<file path="src/rtl/tbase_pkg.sv">
package tbase_pkg;
   // Field placement inside the control word, derived from the rate width.
   function automatic int cs_pos(input int rate_w);
      return rate_w;
   endfunction
   function automatic int ie_pos(input int rate_w);
      return rate_w + 1;
   endfunction
   function automatic int ws_pos(input int rate_w);
      return rate_w + 2;
   endfunction

   typedef struct packed {
      logic ws;
      logic ie;
      logic cs;
   } ctl_flags_t;
endpackage

</file>
<file path="src/rtl/tbase_regs.sv">
module tbase_regs #(
   parameter int DATA_W = 8,
   parameter int RATE_W = 2
) (
   input  logic              clk,
   input  logic              rst_n,
   input  logic              wr_en,
   input  logic [DATA_W-1:0] wr_data,
   output logic [RATE_W-1:0] rate,
   output tbase_pkg::ctl_flags_t flags,
   output logic              locked,
   output logic              ie_fall
);
   import tbase_pkg::*;
   localparam int CS_P = cs_pos(RATE_W);
   localparam int IE_P = ie_pos(RATE_W);
   localparam int WS_P = ws_pos(RATE_W);

   initial begin
      if (DATA_W < RATE_W + 3) $error("tbase_regs: DATA_W too small for control word");
   end

   always_ff @(posedge clk or negedge rst_n) begin
      if (!rst_n) begin
         rate   <= '0;
         locked <= 1'b0;
         flags  <= '0;
      end else if (wr_en) begin
         if (!locked) begin
            rate   <= wr_data[RATE_W-1:0];
            locked <= 1'b1;
         end
         flags.cs <= wr_data[CS_P];
         flags.ie <= wr_data[IE_P];
         flags.ws <= wr_data[WS_P];
      end
   end

   always_comb ie_fall = wr_en & flags.ie & ~wr_data[IE_P];
endmodule

</file>
<file path="src/rtl/tbase_div.sv">
module tbase_div #(
   parameter int RATE_W = 2
) (
   input  logic              clk,
   input  logic              rst_n,
   input  logic [RATE_W-1:0] rate,
   input  logic              run,
   output logic              tick
);
   localparam int CNT_W = (1 << RATE_W) - 1;

   initial begin
      if (RATE_W < 1 || RATE_W > 4) $error("tbase_div: RATE_W out of range");
   end

   logic [CNT_W-1:0] cnt;
   logic [CNT_W-1:0] last;
   logic             at_last;

   always_comb begin
      last    = CNT_W'((32'd1 << rate) - 32'd1);
      at_last = (cnt >= last);
      tick    = run & at_last;
   end

   always_ff @(posedge clk or negedge rst_n) begin
      if (!rst_n)    cnt <= '0;
      else if (run)  cnt <= at_last ? '0 : cnt + 1'b1;
   end
endmodule

</file>
<file path="src/rtl/tbase_irq.sv">
module tbase_irq #(
   parameter int NSRC = 4
) (
   input  logic            clk,
   input  logic            rst_n,
   input  logic [NSRC-1:0] src_set,
   input  logic [NSRC-1:0] src_clr,
   input  logic            ie,
   input  logic            drop_all,
   output logic            irq
);
   initial begin
      if (NSRC < 1) $error("tbase_irq: NSRC must be at least 1");
   end

   logic [NSRC-1:0] pend;

   for (genvar i = 0; i < NSRC; i++) begin : g_src
      always_ff @(posedge clk or negedge rst_n) begin
         if (!rst_n)           pend[i] <= 1'b0;
         else if (drop_all)    pend[i] <= 1'b0;
         else if (src_set[i])  pend[i] <= 1'b1;
         else if (src_clr[i])  pend[i] <= 1'b0;
      end
   end

   always_comb irq = ie & (|pend);
endmodule

</file>
<file path="src/rtl/tbase_ctl_top.sv">
module tbase_ctl_top #(
   parameter int DATA_W = 8,
   parameter int RATE_W = 2,
   parameter int NSRC   = 4
) (
   input  logic              clk,
   input  logic              rst_n,
   input  logic              wr_en,
   input  logic [DATA_W-1:0] wr_data,
   output logic [DATA_W-1:0] rd_data,
   input  logic              cpu_wait,
   input  logic [NSRC-1:0]   src_set,
   input  logic [NSRC-1:0]   src_clr,
   output logic              tick,
   output logic              base_binary,
   output logic              irq
);
   import tbase_pkg::*;

   logic [RATE_W-1:0] rate;
   ctl_flags_t        flags;
   logic              rate_locked;
   logic              ie_fall;
   logic              run;

   tbase_regs #(.DATA_W(DATA_W), .RATE_W(RATE_W)) u_regs (
      .clk(clk), .rst_n(rst_n), .wr_en(wr_en), .wr_data(wr_data),
      .rate(rate), .flags(flags), .locked(rate_locked), .ie_fall(ie_fall)
   );

   always_comb run = ~(flags.ws & cpu_wait);

   tbase_div #(.RATE_W(RATE_W)) u_div (
      .clk(clk), .rst_n(rst_n), .rate(rate), .run(run), .tick(tick)
   );

   tbase_irq #(.NSRC(NSRC)) u_irq (
      .clk(clk), .rst_n(rst_n), .src_set(src_set), .src_clr(src_clr),
      .ie(flags.ie), .drop_all(ie_fall), .irq(irq)
   );

   always_comb begin
      rd_data = '0;
      rd_data[RATE_W-1:0]            = rate;
      rd_data[RATE_W+2:RATE_W]       = {flags.ws, flags.ie, flags.cs};
      base_binary                    = flags.cs;
   end
endmodule

</file>
<file path="config.mk">
export PLATFORM = sky130hd
export DESIGN_NAME = tbase_ctl_top
export DESIGN_NICKNAME = d
export VERILOG_FILES = /design/src/rtl/tbase_pkg.sv /design/src/rtl/tbase_regs.sv /design/src/rtl/tbase_div.sv /design/src/rtl/tbase_irq.sv /design/src/rtl/tbase_ctl_top.sv
export SDC_FILE = /design/constraint.sdc
export NUM_CORES = 1
export LEC_CHECK = 0
export BUFFER_PORTS_ARGS = -buffer_cell sky130_fd_sc_hd__buf_2
export CELL_PAD_IN_SITES_DETAIL_PLACEMENT = 1
export CELL_PAD_IN_SITES_GLOBAL_PLACEMENT = 1
export CORE_AREA = 2 2 48 50
export CTS_CLUSTER_DIAMETER = 150
export DETAILED_ROUTE_END_ITERATION = 8
export DIE_AREA = 0 0 50 52
export GPL_ROUTABILITY_DRIVEN = 0
export GPL_TIMING_DRIVEN = 0
export PLACE_DENSITY = 0.8
export SYNTH_ARGS = -nofsm -noshare
export SYNTH_HDL_FRONTEND = slang
export SYNTH_SLANG_ARGS = --single-unit
export TNS_END_PERCENT = 20
</file>
<file path="constraint.sdc">
create_clock -name clk -period 4.2 [get_ports clk]
set_clock_uncertainty 0.2 [all_clocks]
set_input_delay 0.84 -clock clk [delete_from_list [all_inputs] [get_ports clk]]
set_output_delay 0.84 -clock clk [all_outputs]
set_load 0.02 [all_outputs]
</file>
======== Word level (Yosys, flattened, before mapping) ========
Index checks and enable logic that the tools add are counted.
storage, ports and cells
  register bits ........................... 13
  latch bits .............................. 0
  memory bits (writable) .................. 0
  memory bits (read-only) ................. 0
  output and inout port bits .............. 11
  word-level logic and storage cells ...... 41
  memories ................................ 0
operators by class
  $add $sub $neg .......................... 2
  multipliers ............................. 0
  divide/modulo/power cells ............... 0
  $lt $le $gt $ge ......................... 1
  equal/unequal tests ..................... 0
  shift operators ......................... 1
  mux-type cells .......................... 13
  bitwise operators ....................... 8
  reductions and logical operators ........ 6
operators by type and width
  cell                                               count
  two-way mux 1 bit                                  12
  nonzero test 3 bit                                 4
  bitwise AND 1 bit                                  5
  OR reduction 4 bit                                 1
  adder 3 x 1 -> 3 bit (second input constant)       1
  >= comparator 3 bit                                1
  two-way mux 3 bit                                  1
  inverter 1 bit                                     3
  << shifter 1 x 2 -> 3 bit (first input constant)   1
  subtractor 3 x 1 -> 3 bit (second input constant)  1
  AND reduction 2 bit                                1

======== Logic depth before layout (Yosys ltp) ========
Gate-level depths: netlist of run 1.
  depth after elaboration ................. 4
  mapped depth ............................ 5
  gate-level depth less buffers ........... 5

======== Cells and area by module ========
From an unflattened synthesis of run 1, not the netlist that was laid out.
second synthesis, totals
  cells, all modules ...................... 63
  area total of the unflattened synthesis .. 669.4 µm²
modules (own cells, without submodules)
  module         instances  cells an instance  area each (µm²)  seq. area each (µm²)
  tbase_regs     1          15                 237.7            150.1
  tbase_div      1          25                 222.7            75.1
  tbase_irq      1          17                 171.4            100.1
  tbase_ctl_top  1          6                  37.5             0.0

======== Worst setup path before layout of run 1 ========
OpenSTA, ideal clock, no wires.
  path kind ............................... register to output
  start point ............................. register u_regs.rate[0]
  end point ............................... output tick
  arrival ................................. 1.511 ns
  path slack .............................. 1.649 ns
  stages on the path, launching flop included .. 6
  cell sequence ........................... dfrtp_1 -> or2_2 -> ha_1 -> nor2b_1 -> o21ai_1 -> and2_1
on the way
  word-level cells in the longest chain between the ends .. 4
ends and longest elaborated chain
  item                       RTL line             text
  start: declaration         tbase_regs.sv:9      output logic [RATE_W-1:0] rate,
  start signal: assignment   tbase_regs.sv:30     rate <= wr_data[RATE_W-1:0];
  << shifter 1 x 2 -> 3 bit  tbase_div.sv:21      last = CNT_W'((32'd1 << rate) - 32'd1);
  subtractor 3 x 1 -> 3 bit  tbase_div.sv:21
  >= comparator 3 bit        tbase_div.sv:22      at_last = (cnt >= last);
  bitwise AND 1 bit          tbase_div.sv:23      tick = run & at_last;
  end: declaration           tbase_ctl_top.sv:14  output logic tick,
No other way between the ends.

======== Final worst setup path of run 1 ========
Same ends and word-level chain as after synthesis.

==> results of run 1 <==
[registers in the layout, summed over array words and instances, names as in the netlist]
| register | cells |
|---|---|
| u_irq.pend | 4 |
| u_div.cnt | 3 |
| u_regs.flags | 3 |
| u_regs.rate | 2 |
| u_regs.locked | 1 |
[power by group]
group,switching [mW],internal [mW]
sequential,0.0175,0.145
clock,0.0383,0.0368
combinational,0.0728,0.0552
total,0.129,0.237
[critical path, delay by kind of cell (launching register included)]
kind | cells | cell delay (ns)
adders and majority gates | 1 | 0.28
buffers and inverters | 1 | 0.16
AOI/OAI and AO/OA | 1 | 0.23
and+or+nand+nor | 3 | 0.51
DFF | 1 | 0.40
[per-layer routing]
layer	GRT usage, %	vias to the layer above	wire length [um]
met5	0	-	0
met4	8.80	0	18
met3	3.45	4	118
met2	23.7	23	782
met1	14.9	255	545
li1	-	275	-
[through the flow]
step / util (%) / power [mW] / hold slack (ns) / area [um^2]
2_1_floorplan: - / 0.246 / 0.227 / 669
3_3_place_gp: 39.2 / 0.282 / 0.243 / 825
3_5_place_dp: 39.2 / 0.293 / 0.278 / 825
4_1_cts: 40.4 / 0.371 / 0.243 / 851
5_1_grt: 40.4 / 0.400 / 0.241 / 851
6_report: 40.4 / 0.365 / 0.235 / 851
[cell families after synthesis]
group                      Yosys count  synth area share [%]
buffers and inverters               11                  9.07
AOI/OAI and AO/OA                   12                  10.0
DFF                                 13                  49.1
other                                1                 0.567
adders and majority gates            4                  7.56
and+or+nand+nor                     22                  16.3
muxes                                4                  7.37
[cell usage after synthesis]
library cell  count  area share (%)
nor2_1            5             2.8
a21oi_1           6             4.5
inv_1             6             3.4
o21ai_0           3             2.3
o41a_1            1             1.7
nand2_1           7             4.0
ha_1              4             7.6
or2_2             2             1.9
buf_4             5             5.7
nor2b_1           3             2.8
mux2_4            1             2.3
o21ai_1           2             1.5
nand3_1           3             2.3
and2_1            1            0.95
conb_1            1            0.57
and2b_4           1             1.5
mux2_2            3             5.1
dfrtp_1          13              49
[area by class of cell]
class | count | share of cell area [%]
Multi-Input combinational cell | 45 | 33.4
Sequential cell | 13 | 38.2
Clock buffer | 4 | 3.09
Buffer | 5 | 4.41
Tap cell | 28 | 4.12
Inverter | 6 | 2.65
Timing Repair Buffer | 24 | 14.1
[worst paths after layout]
| check | startpoint | end | slack (ns) | cells past startpoint |
|---|---|---|---|---|
| setup / recovery | u_regs.rate[0] | tick | 1.31 | 6 |
| max in group asynchronous | rst_n | u_irq.pend[0] | 3.35 | 1 |
| hold / removal | rst_n | u_regs.flags[1] | 0.23 | 1 |
| hold reg to reg | u_regs.locked | u_regs.locked | 0.29 | 1 |
| setup reg to reg | u_regs.rate[0] | u_div.cnt[0] | 2.45 | 5 |
| min in group clk | u_regs.locked | u_regs.locked | 0.29 | 1 |
==> flow_metrics.tcl, run 1 <==
set metrics [dict create \
    outcome "finished clean" \
    p_leak_nw 0.444 \
    ys_warn_count 0 \
    clk_latency_ns 0.27 \
    synth_seq_area_share_pct 49.1 \
    end_kind "output pin" \
    postRouteAntennaNets 0 \
    die-width_um 50 \
    ir_drop_v 0.000212 \
    grt_util_all_layers_pct 13.7 \
    seqCellArea_um2 325 \
    post_route_cells_drive_above_1_share_pct 40.2 \
    finalSetupViolations 0 \
    htree_levels 1 \
    worstPathArrival_ns 1.85 \
    slowest_stage "dfrtp_1" \
    crit_path_cell_trace "or2_2 -> ha_1 -> nor2b_1 -> o21ai_1 -> and2_1 -> buf_2" \
    grt_overflow 0 \
    clkTransAtPathRegs_ns 0.08 \
    ctsHoldBuffers 0 \
    drc 0 \
    vias 557 \
    core_area_um2 2110 \
    synth_seq_cells 13 \
    critical_path.max_stage_delay_ns 0.40 \
    grt_start_max_net_pins 14 \
    cap_violations 0 \
    layout_common_cells "24 x buf_2, 13 x dfrtp_1, 7 x nand2_1" \
    start_util_pct 31.4 \
    final_nets 122 \
    drt_iter0_markers 1 \
    power_density_nw_per_um2 429 \
    hold_path_class "input pin to asynchronous set/reset pin" \
    max_freq_ghz 0.346 \
    finalHoldViolCount 0 \
    clockBufferDepth 2 \
    grt_antenna_before_repair 0 \
    fillCellCount 260 \
    criticalPathCategory "flip-flop to output pin" \
    final.setup.worst_slack_ns 1.31 \
    first_pass_iters 2 \
    drv_slew 0 \
    viasPerCell 4.46 \
    syn_to_final_growth_pct 28.5 \
    rsz0062_at_grt "false" \
    cts_tree "yes" \
    dieHeight_um 52 \
    multi_input_area_um2 284 \
    dpl.cell_count 121 \
    dieArea_um2 2600 \
    dp_hpwl_um 1250 \
    synthCells 67 \
    period_minus_slack_ns 2.89 \
    layout_commonest_cell "buf_2" \
    io_buffers 24 \
    synth_cell_type_count 18 \
    postRouteWirelength_um 1470 \
    fin_crit_sh_pct 68.9 \
    netlist_area_um2 662 \
    grt_pass1_vias 593 \
    setup_tns_ns 0 \
    cts_root_buffer "clkbuf_4" \
    crit_required_ns 3.16 \
    fin_cells 125 \
    cts_buffers 3 \
    rows 17 \
    critPathLaunchType "flip-flop" \
    cts_setup_buffers 0 \
    wl_per_cell_um 11.7 \
    cts.sinks 13 \
    ctsResizeCount 0 \
    grt_pass1_wl_um 2600 \
    path_max_fanout 4 \
    pre_cts_ws_ns 1.59 \
    pin_count 31 \
    avgSynthCellArea_um2 9.88 \
    diodes 0 \
]
Power figures use the tool's default switching activity.
==> run 2: changes to the inputs <==
ABC_AREA = 1   (was unset)
CORE_AREA = 2 2 50 52   (was 2 2 48 50)
DIE_AREA = 0 0 52 54   (was 0 0 50 52)
PLACE_DENSITY = 0.79   (was 0.8)
clock period = 2.85 ns   (was 4.2 ns; I/O delays follow)
==> run 2 against run 1 <==
Compared with the run above: register-to-register slack worse by 1.1 ns; critical endpoint unchanged; sequential power up 50%; worst setup slack worse by 0.78 ns; die area up 8.0%; synthesized cell count up 28%; largest power group unchanged; highest routed layer is now met3; cell area up 3.8%.
==> flow_metrics.tcl, run 2 <==
set metrics [dict create \
    die-width_um 52 \
    grt_util_all_layers_pct 13.5 \
    postRouteWirelength_um 1490 \
    clkTransAtPathRegs_ns 0.07 \
    path_max_fanout 3 \
    yosysMostFrequentCell "nand2_1" \
    crit_path_cell_trace "inv_1 -> nand2_1 -> ha_1 -> inv_1 -> nand2_1 -> nand2_1 -> a21oi_1 -> buf_2" \
    slowest_stage "dfrtp_1" \
    rows 18 \
    grt_start_max_net_pins 14 \
    highest_layer "met3" \
    avgSynthCellArea_um2 7.93 \
    worstPathArrival_ns 1.55 \
    criticalPathCategory "flip-flop to output pin" \
    grt_pass1_wl_um 2740 \
    layout_commonest_cell "buf_2" \
    cts_setup_buffers 0 \
    cap_violations 0 \
    max_freq_ghz 0.431 \
    synth_area_leaders "dfrtp_1 48%, nand2_1 12%, inv_1 9.4%, ha_1 7.3%, buf_4 5.5%" \
    largest_register_ff_count 4 \
    async_reset_ff_share_pct 100 \
    ys_warn_count 0 \
    wl_per_cell_um 10.1 \
    syn_to_final_growth_pct 29.5 \
    netlist_top_cells_count "22 x nand2_1, 17 x inv_1, 13 x dfrtp_1" \
    drc 0 \
    critical_path.max_stage_delay_ns 0.39 \
    viasPerCell 4.21 \
    final_nets 142 \
    cpMostUsedCell "nand2_1" \
    cts_tree "yes" \
    drt_iter0_markers 1 \
    netlist.area_leader.share_pct 47.7 \
    clockBufferDepth 2 \
    drv_slew 0 \
    diodes 0 \
    outcome "finished clean" \
    critPathLaunchType "flip-flop" \
    end_kind "output pin" \
    period_minus_slack_ns 2.32 \
    first_pass_iters 2 \
    finalSetupViolations 0 \
    netlist_area_um2 682 \
    post_route_cells_drive_above_1_share_pct 29.9 \
    finalHoldViolCount 0 \
    synth-edff-count 0 \
    fillCellCount 294 \
    dp_hpwl_um 1310 \
    yosysTopAreaCell "dfrtp_1" \
    cts_buffers 3 \
    layout_common_cells "24 x buf_2, 22 x nand2_1, 17 x inv_1" \
    wl_met2_um 826 \
    fin_crit_sh_pct 81.4 \
    met1Wirelength_um 589 \
    path_buf_inv 3 \
    cts_root_buffer "clkbuf_4" \
    crit_required_ns 2.08 \
    synth_seq_cells 13 \
    htree_levels 1 \
    grt_overflow 0 \
    synthCells 86 \
    p_leak_nw 0.535 \
    ir_drop_v 0.000230 \
    dieArea_um2 2810 \
    io_buffers 24 \
    cts.sinks 13 \
    start_util_pct 29.4 \
    wl_met3_um 69 \
    grt_antenna_before_repair 0 \
    setup_tns_ns 0 \
    whs_ns 0.261 \
    synth_seq_area_share_pct 47.7 \
    clk_latency_ns 0.27 \
    dieHeight_um 54 \
    pin_count 31 \
    top_register "u_irq.pend" \
    power_density_nw_per_um2 601 \
    rsz0062_at_grt "false" \
    top_regs "u_irq.pend (4), u_div.cnt (3), u_regs.flags (3)" \
    hold_path_class "flip-flop to flip-flop" \
    grt_pass1_vias 676 \
    postRouteAntennaNets 0 \
    synth_flop_cell "dfrtp_1" \
    cp_top_family "flip-flops" \
    synth_cell_type_count 15 \
    vias 619 \
    core_area_um2 2320 \
]
run 2: final cells by class:
type | count | area (um^2) | area share, %
Multi-Input combinational cell | 52 | 259 | 29.3
Clock buffer | 4 | 26.3 | 2.97
Timing Repair Buffer | 25 | 130 | 14.7
Inverter | 18 | 67.6 | 7.65
Tap cell | 30 | 37.5 | 4.25
Buffer | 5 | 37.5 | 4.25
Sequential cell | 13 | 325 | 36.8
run 2: stage by stage:
stage	power (mW)	util [%]	worst slack, ns	instances	cell area [um^2]
after floorplan	0.360	-	0.733	88	689
final	0.531	38.1	0.529	147	883
after CTS	0.541	38.1	0.498	147	883
after detailed placement	0.425	36.5	0.810	142	847
after global placement	0.406	36.5	0.853	142	847
after global routing	0.591	38.1	0.368	147	883
run 2: cell families after synthesis:
logic type | count (synthesis) | synth area share [%]
buf+inv | 23 | 15.4
other cells | 1 | 0.550
compound gates | 13 | 9.54
flops | 13 | 47.7
fa+ha+maj | 4 | 7.34
simple gates | 32 | 19.4
run 2: power by group:
part	switching (mW)	leakage, nW	internal [mW]
combinational	0.105	0.376	0.0736
clock	0.0558	0.0150	0.0542
sequential	0.0264	0.144	0.216
run 2: repair_timing:
| item | in CTS | in global routing |
|---|---|---|
| endpoints found under the hold margin | 13 | 0 |
| hold buffers | 1 | 0 |
| gates resized for setup | 0 | 0 |
run 2: path summary, 6_finish.rpt:
check	startpoint	to	slack [ns]	cells past startpoint
worst max-delay path	u_regs.rate[1]	tick	0.53	8
worst min-delay path	u_regs.locked	u_regs.locked	0.26	2
worst max register to register	u_regs.rate[1]	u_div.cnt[0]	1.31	8
worst min register to register	u_regs.locked	u_regs.locked	0.26	2
max in group asynchronous	rst_n	u_div.cnt[2]	1.72	2
min in group asynchronous	rst_n	u_irq.pend[2]	0.51	2
run 2: worst min-delay path, stage by stage, from the launching register on:
cell	delay [ns]
dfrtp_1	0.33
inv_1	0.05
nand2_1	0.06
run 2: routing by layer:
| metal | up-vias | track usage (%) |
|---|---|---|
| li1 | 315 | - |
| met4 | 0 | 6.58 |
| met2 | 17 | 26.2 |
| met1 | 287 | 14.2 |
| met3 | 0 | 1.67 |
| met5 | - | 0 |
==> run 3: changes to the inputs <==
ABC_AREA = 0   (was 1)
CORE_AREA = 2 2 49 51   (was 2 2 50 52)
DIE_AREA = 0 0 51 53   (was 0 0 52 54)
PLACE_DENSITY = 0.77   (was 0.79)
clock period = 2.4 ns   (was 2.85 ns; I/O delays follow)
==> run 3 against run 2 <==
Compared with the run above: die area is 3.7% lower; routed wire length shrank 2.4%; first-iteration DRC count unchanged; global-route usage shrank 0.60 points; core utilization increased by 4.3 points; cell count shrank 12%; sequential power up 16%; non-clock buffer count rose by 3; flip-flop and latch count unchanged; sequential share of layout area shrank 1.1 points.
==> flow_metrics.tcl, run 3 (synthesis results as in run 1) <==
set metrics [dict create \
    outcome "finished clean" \
    finalSetupViolations 0 \
    first_pass_iters 2 \
    drv_slew 0 \
    reg2reg_slack_ns 0.77 \
    postRouteWirelength_um 1450 \
    wl_per_cell_um 11.2 \
    post_route_cells_drive_above_1_share_pct 45.5 \
    grt_util_all_layers_pct 12.9 \
    clkPwrFrac_pct 18.5 \
    critPathLaunchType "flip-flop" \
    hold_path_class "input pin to flip-flop" \
    power_density_nw_per_um2 771 \
    layout_common_cells "23 x buf_2, 13 x dfrtp_1, 9 x buf_4" \
    rsz0062_at_grt "false" \
    p_leak_nw 0.468 \
    dpl_cell_area_um2 825 \
    finalHoldViolCount 0 \
    start_util_pct 30.8 \
    drc 0 \
    grt_overflow 0 \
    fillCellCount 259 \
    cts.sinks 13 \
    period_minus_slack_ns 2.29 \
    cts_tree "yes" \
    dieArea_um2 2700 \
    largest_register_ff_count 4 \
    grt_busiest_layer "met2" \
    hold_depth 3 \
    vias 566 \
    grt_util_met2_pct 23.8 \
    clk_latency_ns 0.27 \
    die-width_um 51 \
    worstPathArrival_ns 1.61 \
    cts_buffers 3 \
    end_kind "output pin" \
    sw_frac_of_total_pct 34.4 \
    grt_pass1_wl_um 2530 \
    grt_antenna_before_repair 0 \
    htree_levels 1 \
    drt_iter0_markers 1 \
    pin_count 31 \
    grt_start_max_net_pins 14 \
    syn_to_final_growth_pct 37.6 \
    cap_violations 0 \
    core_area_um2 2150 \
    postRouteAntennaNets 0 \
    reg2reg_depth 6 \
    hold_end "u_regs.rate[1]" \
    grt_pass1_vias 612 \
    max_freq_ghz 0.436 \
    reg2reg_to "u_div.cnt[0]" \
    fin_cells 129 \
    fin_area_um2 911 \
    io_buffers 24 \
    rows 17 \
    top_regs "u_irq.pend (4), u_div.cnt (3), u_regs.flags (3)" \
    path_max_fanout 2 \
    min_from "wr_data[1]" \
    dp_hpwl_um 1160 \
    dpl.cell_count 121 \
    criticalPathCategory "flip-flop to output pin" \
    p_sw_mw 0.242 \
    top_register "u_irq.pend" \
    cts_root_buffer "clkbuf_4" \
    grtUsageMet3_pct 3.11 \
    clkTransAtPathRegs_ns 0.07 \
    use_met1_pct 13.9 \
    viasPerCell 4.39 \
    timing.rr.start "u_regs.rate[0]" \
    dieHeight_um 53 \
    diodes 0 \
    seqPwrFrac_pct 40.2 \
    fin_crit_sh_pct 95.6 \
    p_int_mw 0.460 \
    crit_required_ns 1.72 \
    final_nets 126 \
    pwr-share-comb_pct 41.3 \
    setup_tns_ns 0 \
    clockBufferDepth 2 \
    layout_commonest_cell "buf_2" \
    ir_drop_v 0.000282 \
]
run 3: layout make-up:
class | count | area [um^2] | share of cell area (%)
Tap cell | 28 | 35.0 | 3.85
Buffer | 5 | 37.5 | 4.12
Multi-Input combinational cell | 45 | 309 | 33.9
Clock buffer | 4 | 26.3 | 2.88
Sequential cell | 13 | 325 | 35.7
Inverter | 6 | 22.5 | 2.47
Timing Repair Buffer | 28 | 155 | 17.0
run 3: power by group through the flow:
stage	clock network, mW	registers (mW)	logic, mW
5_1_grt	0.151	0.289	0.326
4_1_cts	0.139	0.283	0.279
2_1_floorplan	0	0.289	0.141
6_report	0.130	0.283	0.290
3_5_place_dp	0	0.289	0.225
3_3_place_gp	0	0.285	0.208
run 3: how the worst max path moves through the flow:
stage | slack [ns] | cells past startpoint | start | endpoint
CTS | 0.01 | 6 | u_regs.rate[0] | tick
floorplan | 0.21 | 5 | u_regs.rate[0] | tick
detailed placement | 0.14 | 6 | u_regs.rate[0] | tick
global route | 0.02 | 6 | u_regs.rate[0] | tick
finish | 0.11 | 6 | u_regs.rate[0] | tick
global placement | 0.16 | 6 | u_regs.rate[0] | tick
run 3: critical path, cell delays in order (launching register included):
cell	delay, ns
dfrtp_1	0.39
or2_4	0.26
ha_4	0.21
nor2b_2	0.12
o21ai_2	0.06
and2_1	0.15
buf_4	0.15
run 3: timing repair:
item | 4_1_cts | 5_1_grt
hold endpoints to repair | 13 | 0
setup endpoints to repair | 1 | 1
gates cloned | 0 | 0
gates resized for setup | 3 | 3
pin swaps | 1 | 0
hold buffers | 1 | 0
setup buffers | 3 | 0
run 3: layer usage:
layer | wire length (um) | part of all wire [%]
met1 | 579 | 40
met2 | 773 | 53
met3 | 97 | 6.7
met4 | 0 | 0
met5 | 0 | 0
run 3: through the flow:
stage	hold WS, ns	worst slack [ns]	utilization [%]	power, mW
floorplan	-0.0156	0.209	-	0.430
global placement	0.177	0.157	38.4	0.493
detailed placement	0.180	0.142	38.4	0.514
CTS	0.202	0.0135	42.0	0.701
global route	0.213	0.0159	42.4	0.767
finish	0.212	0.107	42.4	0.702
